$ cat config.mk
export PLATFORM = sky130hd
export DESIGN_NAME = time_snap_counter
export DESIGN_NICKNAME = d
export VERILOG_FILES = /design/src/rtl/tctr_pkg.sv /design/src/rtl/tctr_rst_sync.sv /design/src/rtl/tctr_live_count.sv /design/src/rtl/tctr_reg_decode.sv /design/src/rtl/tctr_snapshot.sv /design/src/rtl/time_snap_counter.sv
export SDC_FILE = /design/constraint.sdc
export NUM_CORES = 1
export LEC_CHECK = 0
export BUFFER_PORTS_ARGS = -buffer_cell sky130_fd_sc_hd__buf_2
export CAP_MARGIN = 20
export CORE_MARGIN = 5
export CORE_UTILIZATION = 47
export DETAILED_ROUTE_END_ITERATION = 8
export GPL_ROUTABILITY_DRIVEN = 1
export PLACE_DENSITY = 0.63
export SYNTH_ARGS = -nofsm -noshare
export SYNTH_HDL_FRONTEND = slang
export SYNTH_SLANG_ARGS = --single-unit
$ cat constraint.sdc
create_clock -name clk -period 10.7 [get_ports clk]
set_input_delay 0 -clock clk [delete_from_list [all_inputs] [get_ports clk]]
set_output_delay 0 -clock clk [all_outputs]
set_load 0.01 [all_outputs]
$ cat src/rtl/tctr_pkg.sv
package tctr_pkg;
  localparam int unsigned REQ_CLR_BIT = 0;
  localparam int unsigned REQ_LAT_BIT = 1;

  typedef struct packed {
    logic latch;
    logic clear;
  } tctr_req_t;
endpackage

$ cat src/rtl/tctr_rst_sync.sv
module tctr_rst_sync #(
  parameter int unsigned STAGES = 2
) (
  input  logic clk,
  input  logic rst_n_i,
  output logic rst_n_o
);
  logic [STAGES-1:0] sync_q;
  logic [STAGES-1:0] sync_d;

  always_comb begin
    sync_d = {sync_q[STAGES-2:0], 1'b1};
  end

  always_ff @(posedge clk or negedge rst_n_i) begin
    if (!rst_n_i) sync_q <= '0;
    else          sync_q <= sync_d;
  end

  assign rst_n_o = sync_q[STAGES-1];
endmodule

$ cat src/rtl/tctr_live_count.sv
module tctr_live_count #(
  parameter int unsigned CNT_W = 64
) (
  input  logic             clk,
  input  logic             rst_n,
  input  logic             clr_i,
  output logic [CNT_W-1:0] cnt_o
);
  logic [CNT_W-1:0] cnt_q;
  logic [CNT_W-1:0] cnt_d;

  always_comb begin
    if (clr_i) cnt_d = '0;
    else       cnt_d = cnt_q + CNT_W'(1);
  end

  always_ff @(posedge clk or negedge rst_n) begin
    if (!rst_n) cnt_q <= '0;
    else        cnt_q <= cnt_d;
  end

  assign cnt_o = cnt_q;

  assert_count_step_R2: assert property (@(posedge clk) disable iff (!rst_n)
    !clr_i |=> cnt_q == $past(cnt_q) + CNT_W'(1));
  assert_clear_count_R4: assert property (@(posedge clk) disable iff (!rst_n)
    clr_i |=> cnt_q == '0);
endmodule

$ cat src/rtl/tctr_reg_decode.sv
module tctr_reg_decode
  import tctr_pkg::*;
#(
  parameter int unsigned ADDR_W    = 8,
  parameter int unsigned DATA_W    = 32,
  parameter int unsigned NUM_WORDS = 2,
  parameter int unsigned OFF_CTRL  = 'hA0,
  parameter int unsigned OFF_WORD0 = 'hA4
) (
  input  logic                          clk,
  input  logic                          rst_n,
  input  logic                          wr_i,
  input  logic [ADDR_W-1:0]             addr_i,
  input  logic [DATA_W-1:0]             wdata_i,
  input  logic [NUM_WORDS*DATA_W-1:0]   words_i,
  output tctr_req_t                     req_o,
  output logic [NUM_WORDS-1:0]          word_we_o,
  output logic [DATA_W-1:0]             ctrl_o,
  output logic [DATA_W-1:0]             rdata_o
);
  localparam logic [DATA_W-1:0] REQ_MASK =
    (DATA_W'(1) << REQ_CLR_BIT) | (DATA_W'(1) << REQ_LAT_BIT);
  localparam logic [ADDR_W-1:0] CTRL_ADDR = ADDR_W'(OFF_CTRL);

  logic                 ctrl_hit;
  logic                 ctrl_we;
  logic [NUM_WORDS-1:0] word_hit;
  logic [DATA_W-1:0]    ctrl_q;
  logic [DATA_W-1:0]    ctrl_d;

  assign ctrl_hit = (addr_i == CTRL_ADDR);
  assign ctrl_we  = wr_i && ctrl_hit;

  for (genvar gi = 0; gi < NUM_WORDS; gi++) begin : g_word_hit
    localparam logic [ADDR_W-1:0] WORD_ADDR = ADDR_W'(OFF_WORD0 + 4 * gi);
    assign word_hit[gi]  = (addr_i == WORD_ADDR);
    assign word_we_o[gi] = wr_i && word_hit[gi];
  end

  // Requests act in the write cycle; the stored copy keeps them cleared.
  always_comb begin
    req_o.latch = ctrl_we && wdata_i[REQ_LAT_BIT];
    req_o.clear = ctrl_we && wdata_i[REQ_CLR_BIT];
    ctrl_d      = ctrl_we ? (wdata_i & ~REQ_MASK) : ctrl_q;
  end

  always_ff @(posedge clk or negedge rst_n) begin
    if (!rst_n) ctrl_q <= '0;
    else        ctrl_q <= ctrl_d;
  end

  assign ctrl_o = ctrl_q;

  always_comb begin
    rdata_o = '0;
    if (ctrl_hit) rdata_o = ctrl_q;
    for (int i = 0; i < NUM_WORDS; i++) begin
      if (word_hit[i]) rdata_o = words_i[i*DATA_W +: DATA_W];
    end
  end

  assert_req_readback_R6: assert property (@(posedge clk) disable iff (!rst_n)
    ctrl_we |=> (ctrl_o[REQ_LAT_BIT] == 1'b0) && (ctrl_o[REQ_CLR_BIT] == 1'b0)
                && ((ctrl_o | REQ_MASK) == ($past(wdata_i) | REQ_MASK)));
endmodule

$ cat src/rtl/tctr_snapshot.sv
module tctr_snapshot
  import tctr_pkg::*;
#(
  parameter int unsigned DATA_W    = 32,
  parameter int unsigned NUM_WORDS = 2
) (
  input  logic                        clk,
  input  logic                        rst_n,
  input  logic [NUM_WORDS*DATA_W-1:0] cnt_i,
  input  tctr_req_t                   req_i,
  input  logic [NUM_WORDS-1:0]        word_we_i,
  input  logic [DATA_W-1:0]           wdata_i,
  output logic [NUM_WORDS*DATA_W-1:0] words_o
);
  for (genvar gi = 0; gi < NUM_WORDS; gi++) begin : g_word
    logic [DATA_W-1:0] word_q;
    logic [DATA_W-1:0] word_d;
    logic              word_en;

    // Latch is applied before clear, so clear wins when both are set.
    always_comb begin
      word_en = word_we_i[gi] || req_i.latch || req_i.clear;
      word_d  = word_q;
      if (word_we_i[gi]) word_d = wdata_i;
      if (req_i.latch)   word_d = cnt_i[gi*DATA_W +: DATA_W];
      if (req_i.clear)   word_d = '0;
    end

    always_ff @(posedge clk or negedge rst_n) begin
      if (!rst_n)       word_q <= '0;
      else if (word_en) word_q <= word_d;
    end

    assign words_o[gi*DATA_W +: DATA_W] = word_q;

    assert_latch_copy_R3: assert property (@(posedge clk) disable iff (!rst_n)
      (req_i.latch && !req_i.clear) |=> word_q == $past(cnt_i[gi*DATA_W +: DATA_W]));
    assert_both_zero_R5: assert property (@(posedge clk) disable iff (!rst_n)
      req_i.clear |=> word_q == '0);
    assert_direct_write_R7: assert property (@(posedge clk) disable iff (!rst_n)
      (word_we_i[gi] && !req_i.latch && !req_i.clear) |=> word_q == $past(wdata_i));
  end
endmodule

$ cat src/rtl/time_snap_counter.sv
module time_snap_counter
  import tctr_pkg::*;
#(
  parameter int unsigned ADDR_W    = 8,
  parameter int unsigned DATA_W    = 32,
  parameter int unsigned NUM_WORDS = 2,
  parameter int unsigned OFF_CTRL  = 'hA0,
  parameter int unsigned OFF_WORD0 = 'hA4,
  parameter int unsigned SYNC_STG  = 2
) (
  input  logic              clk,
  input  logic              rst_n,
  input  logic              bus_wr,
  input  logic [ADDR_W-1:0] bus_addr,
  input  logic [DATA_W-1:0] bus_wdata,
  output logic [DATA_W-1:0] bus_rdata
);
  localparam int unsigned CNT_W = NUM_WORDS * DATA_W;

  logic                 rst_sync_n;
  tctr_req_t            req;
  logic [NUM_WORDS-1:0] word_we;
  logic [DATA_W-1:0]    ctrl_val;
  logic [CNT_W-1:0]     live_cnt;
  logic [CNT_W-1:0]     words;

  tctr_rst_sync #(.STAGES(SYNC_STG)) u_rst_sync (
    .clk     (clk),
    .rst_n_i (rst_n),
    .rst_n_o (rst_sync_n)
  );

  tctr_live_count #(.CNT_W(CNT_W)) u_live_count (
    .clk   (clk),
    .rst_n (rst_sync_n),
    .clr_i (req.clear),
    .cnt_o (live_cnt)
  );

  tctr_reg_decode #(
    .ADDR_W    (ADDR_W),
    .DATA_W    (DATA_W),
    .NUM_WORDS (NUM_WORDS),
    .OFF_CTRL  (OFF_CTRL),
    .OFF_WORD0 (OFF_WORD0)
  ) u_reg_decode (
    .clk       (clk),
    .rst_n     (rst_sync_n),
    .wr_i      (bus_wr),
    .addr_i    (bus_addr),
    .wdata_i   (bus_wdata),
    .words_i   (words),
    .req_o     (req),
    .word_we_o (word_we),
    .ctrl_o    (ctrl_val),
    .rdata_o   (bus_rdata)
  );

  tctr_snapshot #(
    .DATA_W    (DATA_W),
    .NUM_WORDS (NUM_WORDS)
  ) u_snapshot (
    .clk       (clk),
    .rst_n     (rst_sync_n),
    .cnt_i     (live_cnt),
    .req_i     (req),
    .word_we_i (word_we),
    .wdata_i   (bus_wdata),
    .words_o   (words)
  );

  logic addr_mapped;
  always_comb begin
    addr_mapped = (bus_addr == ADDR_W'(OFF_CTRL));
    for (int i = 0; i < NUM_WORDS; i++) begin
      if (bus_addr == ADDR_W'(OFF_WORD0 + 4 * i)) addr_mapped = 1'b1;
    end
  end

  assert_unmapped_quiet_R9: assert property (@(posedge clk) disable iff (!rst_sync_n)
    (bus_wr && !addr_mapped) |=> $stable(words) && $stable(ctrl_val));
  assert_single_target_R1: assert property (@(posedge clk) disable iff (!rst_sync_n)
    $onehot0({word_we, req.latch || req.clear}));
endmodule

==> flow_metrics.env <==
export IMPL_cts_buffers=17
export IMPL_cts_resized=0
export IMPL_slowest_delay_ns=0.65
export IMPL_cts_sinks=160
export IMPL_final_cell_mix="159 x dfrtp_1, 103 x nor2_1, 74 x buf_2"
export IMPL_seq_area_frac_synth_pct=50.6
export IMPL_endpoint_kind="register"
export IMPL_hold_class="register to asynchronous set/reset pin"
export IMPL_layout_nets=929
export IMPL_fin_crit_sh_pct=25.4
export IMPL_antenna_cells=0
export IMPL_finalMaxSlewViolations=0
export IMPL_vias_per_cell=5.98
export IMPL_root_buffer="clkbuf_16"
export IMPL_top_layer="met4"
export IMPL_wl_per_cell_um=18.8
export IMPL_ant_nets=0
export IMPL_yosysUniqueCellTypes=43
export IMPL_cp_num_buf_inv=0
export IMPL_p_sw_mw=0.374
export IMPL_worst_slew_pin_slew_ns=0.889
export IMPL_rsz0062_at_grt="no"
export IMPL_grt_usage_pct=21.8
export IMPL_grt_first_pass_wirelength_um=34900
export IMPL_clk_insertion_delay_late_ns=0.42
export IMPL_clk_pin_slew_ns=0.06
export IMPL_ys_ff_latch=160
export IMPL_wl_met2_um=9730
export IMPL_synth_area_um2=7910
export IMPL_crit_type="register to register"
export IMPL_drv_cap=0
export IMPL_firstDrtPassIters=7
export IMPL_instances_no_fill=1117
export IMPL_post_synth_top_area_fraction_pct=50.6
export IMPL_power_density_nw_per_um2=157
export IMPL_async_flop_share_pct=100
export IMPL_syn_inst=806
export IMPL_p_leak_nw=4.57
export IMPL_pin_count=75
export IMPL_fin_setup_tns_ns=0
export IMPL_postPlaceCellArea_um2=8440
export IMPL_dieArea_um2=19500
export IMPL_cts_tree="done"
export IMPL_synth_edf_count=0
export IMPL_cpMostUsedCell="and4_1"
export IMPL_grt_antenna_before_repair=0
export IMPL_grt_pass1_vias=6546
export IMPL_crit_required_ns=11.04
export IMPL_cp_top_family="simple AND/OR/NAND/NOR gates"
export IMPL_synth_top_flop_cell="dfrtp_1"
export IMPL_syn_num_nets=850
export IMPL_arrival_ns=3.06
export IMPL_design_area_um2=9390
export IMPL_switching_share_pct=25.3
export IMPL_synth_area_per_cell_um2=9.81
export IMPL_synth_area_leader_cell="dfrtp_1"
export IMPL_start_util_pct=47.9
export IMPL_max_freq_mhz=367
export IMPL_area_delta_synth_final_pct=18.7
export IMPL_combPwrFrac_pct=8.8
export IMPL_ir_worst_vdd_v=0.000118
export IMPL_grt_overflow_total=0
export IMPL_die_x_um=140
export IMPL_h_tree_depth=4
export IMPL_critPathLaunchType="register"
export IMPL_power_share_clock_pct=41.2
export IMPL_post_route_drc_count=0
export IMPL_crit_chain="and4_1 -> and4_1 -> nand4_1 -> or4_1 -> a21oi_1"
export IMPL_skew_ns=0.00589
export IMPL_gp_congestion=0.880
export IMPL_final_common_cell="dfrtp_1"
export IMPL_seqPwrFrac_pct=49.9
export IMPL_p_int_mw=1.10
export IMPL_num_rows=47
export IMPL_drive_gt1_share_pct=17.2
export IMPL_crit_fanout=14
export IMPL_r2r_slack_ns=7.98
export IMPL_outcome="finished clean"
export IMPL_port_buffers=74
export IMPL_grt_max_degree=66
export IMPL_vias=6679
export IMPL_cp_slowest_cell="or4_1"
export IMPL_place_inst=1051
export IMPL_slew_headroom_pct=40.7
export IMPL_hpwl_um=13600
export IMPL_die_y_um=140
export IMPL_n_fill_cell=1465
export IMPL_cts_buffer_depth=2
export IMPL_met3WireLength_um=1230
export IMPL_ys_top_cells_by_area="dfrtp_1 51%, a222oi_1 7.8%, nor2_1 4.9%"
export IMPL_drt_iter0_drc=846
export IMPL_min_period_ns=2.72
export IMPL_m1WireLength_um=9820
export IMPL_finalWirelength_um=21000
export IMPL_core_area_um2=16500
export IMPL_finalSetupViolCount=0
export IMPL_hold_violations=0
export IMPL_yosys_warnings=0
## flip-flops by register name, summed over array words and instances, names as in the netlist
register / flops
u_live_count.cnt_o: 64
u_snapshot.g_word.word_q: 64
u_rst_sync.sync_q: 2
u_reg_decode.ctrl_o: 30
## stage by stage
step	util [%]	worst slack [ns]	hold slack, ns	power [mW]
2_1_floorplan	-	5.91	-0.296	0.810
3_3_place_gp	51.0	7.91	-0.215	0.857
3_5_place_dp	51.0	7.82	-0.215	0.866
4_1_cts	56.7	8.00	0.345	1.48
5_1_grt	56.8	7.77	0.374	1.54
6_report	56.8	7.98	0.323	1.47
## path summary, 6_finish.rpt
check / endpoint / cells after the start / start
max: u_live_count.cnt_o[63] / 5 / u_live_count.cnt_o[29]
min: u_snapshot.g_word[1].word_q[14] / 0 / u_rst_sync.sync_q[1]
max reg2reg: u_live_count.cnt_o[63] / 5 / u_live_count.cnt_o[29]
min reg2reg: u_snapshot.g_word[1].word_q[14] / 0 / u_rst_sync.sync_q[1]
max in group asynchronous: u_reg_decode.ctrl_o[31] / 1 / u_rst_sync.sync_q[1]
min in group clk: u_rst_sync.sync_q[1] / 0 / u_rst_sync.sync_q[0]
## Yosys cell counts, types with 4 or more instances
cell type	n
a222oi_1	62
mux2i_1	30
xor2_1	9
nor3_1	11
or4_1	9
and3_1	5
o21ai_0	23
nand2_1	25
nor4_1	14
or3_1	20
a21oi_1	63
xnor2_1	21
nand3_1	22
clkbuf_1	51
nor2_1	103
o31ai_1	8
mux2_2	30
dfrtp_1	160
inv_1	72
nand4_1	19
and4_1	7
nor2b_1	4
buf_1	7
## per-layer routing
| metal | vias up | GRT usage [%] |
|---|---|---|
| met5 | - | 0 |
| met4 | 0 | 5.92 |
| met3 | 18 | 4.12 |
| met2 | 238 | 33.3 |
| met1 | 3330 | 31.9 |
| li1 | 3093 | - |
## cell type report
class | instances | area, µm² | share of cell area (%)
inverters | 73 | 274 | 2.92
well taps | 220 | 275 | 2.93
clock inverters | 5 | 77.6 | 0.826
multi-input cells | 513 | 3430 | 36.5
clock buffers | 26 | 509 | 5.42
repair buffers | 120 | 821 | 8.74
flip-flops and latches | 160 | 4010 | 42.7
## kinds of logic after synthesis
kind of cell | count (synthesis) | synth area share, %
AND/OR/NAND/NOR | 258 | 16.7
multiplexers | 60 | 8.07
AO/OA/AOI/OAI | 163 | 14.8
other | 1 | 0.0474
XOR/XNOR | 30 | 3.32
flip-flops | 160 | 50.6
adder cells (fa/ha/maj) | 1 | 0.158
buffers and inverters | 133 | 6.34
## repair_timing
item | 4_1_cts | 5_1_grt
hold buffers | 34 | 0
setup buffers | 0 | 0
endpoints found under the hold margin | 96 | 0
## worst reg2reg max path, delay by kind of cell (launching register included)
kind	cells	cell delay, ns
AO/OA/AOI/OAI	1	0.18
flip-flops	1	0.47
AND/OR/NAND/NOR	4	2.00
## power groups by stage
stage,registers (mW),clock network [mW],logic [mW]
6_report,0.736,0.608,0.130
5_1_grt,0.747,0.644,0.148
4_1_cts,0.736,0.618,0.131
3_5_place_dp,0.746,0,0.121
3_3_place_gp,0.742,0,0.115
2_1_floorplan,0.725,0,0.0850
(Power assumes the default switching activity.)
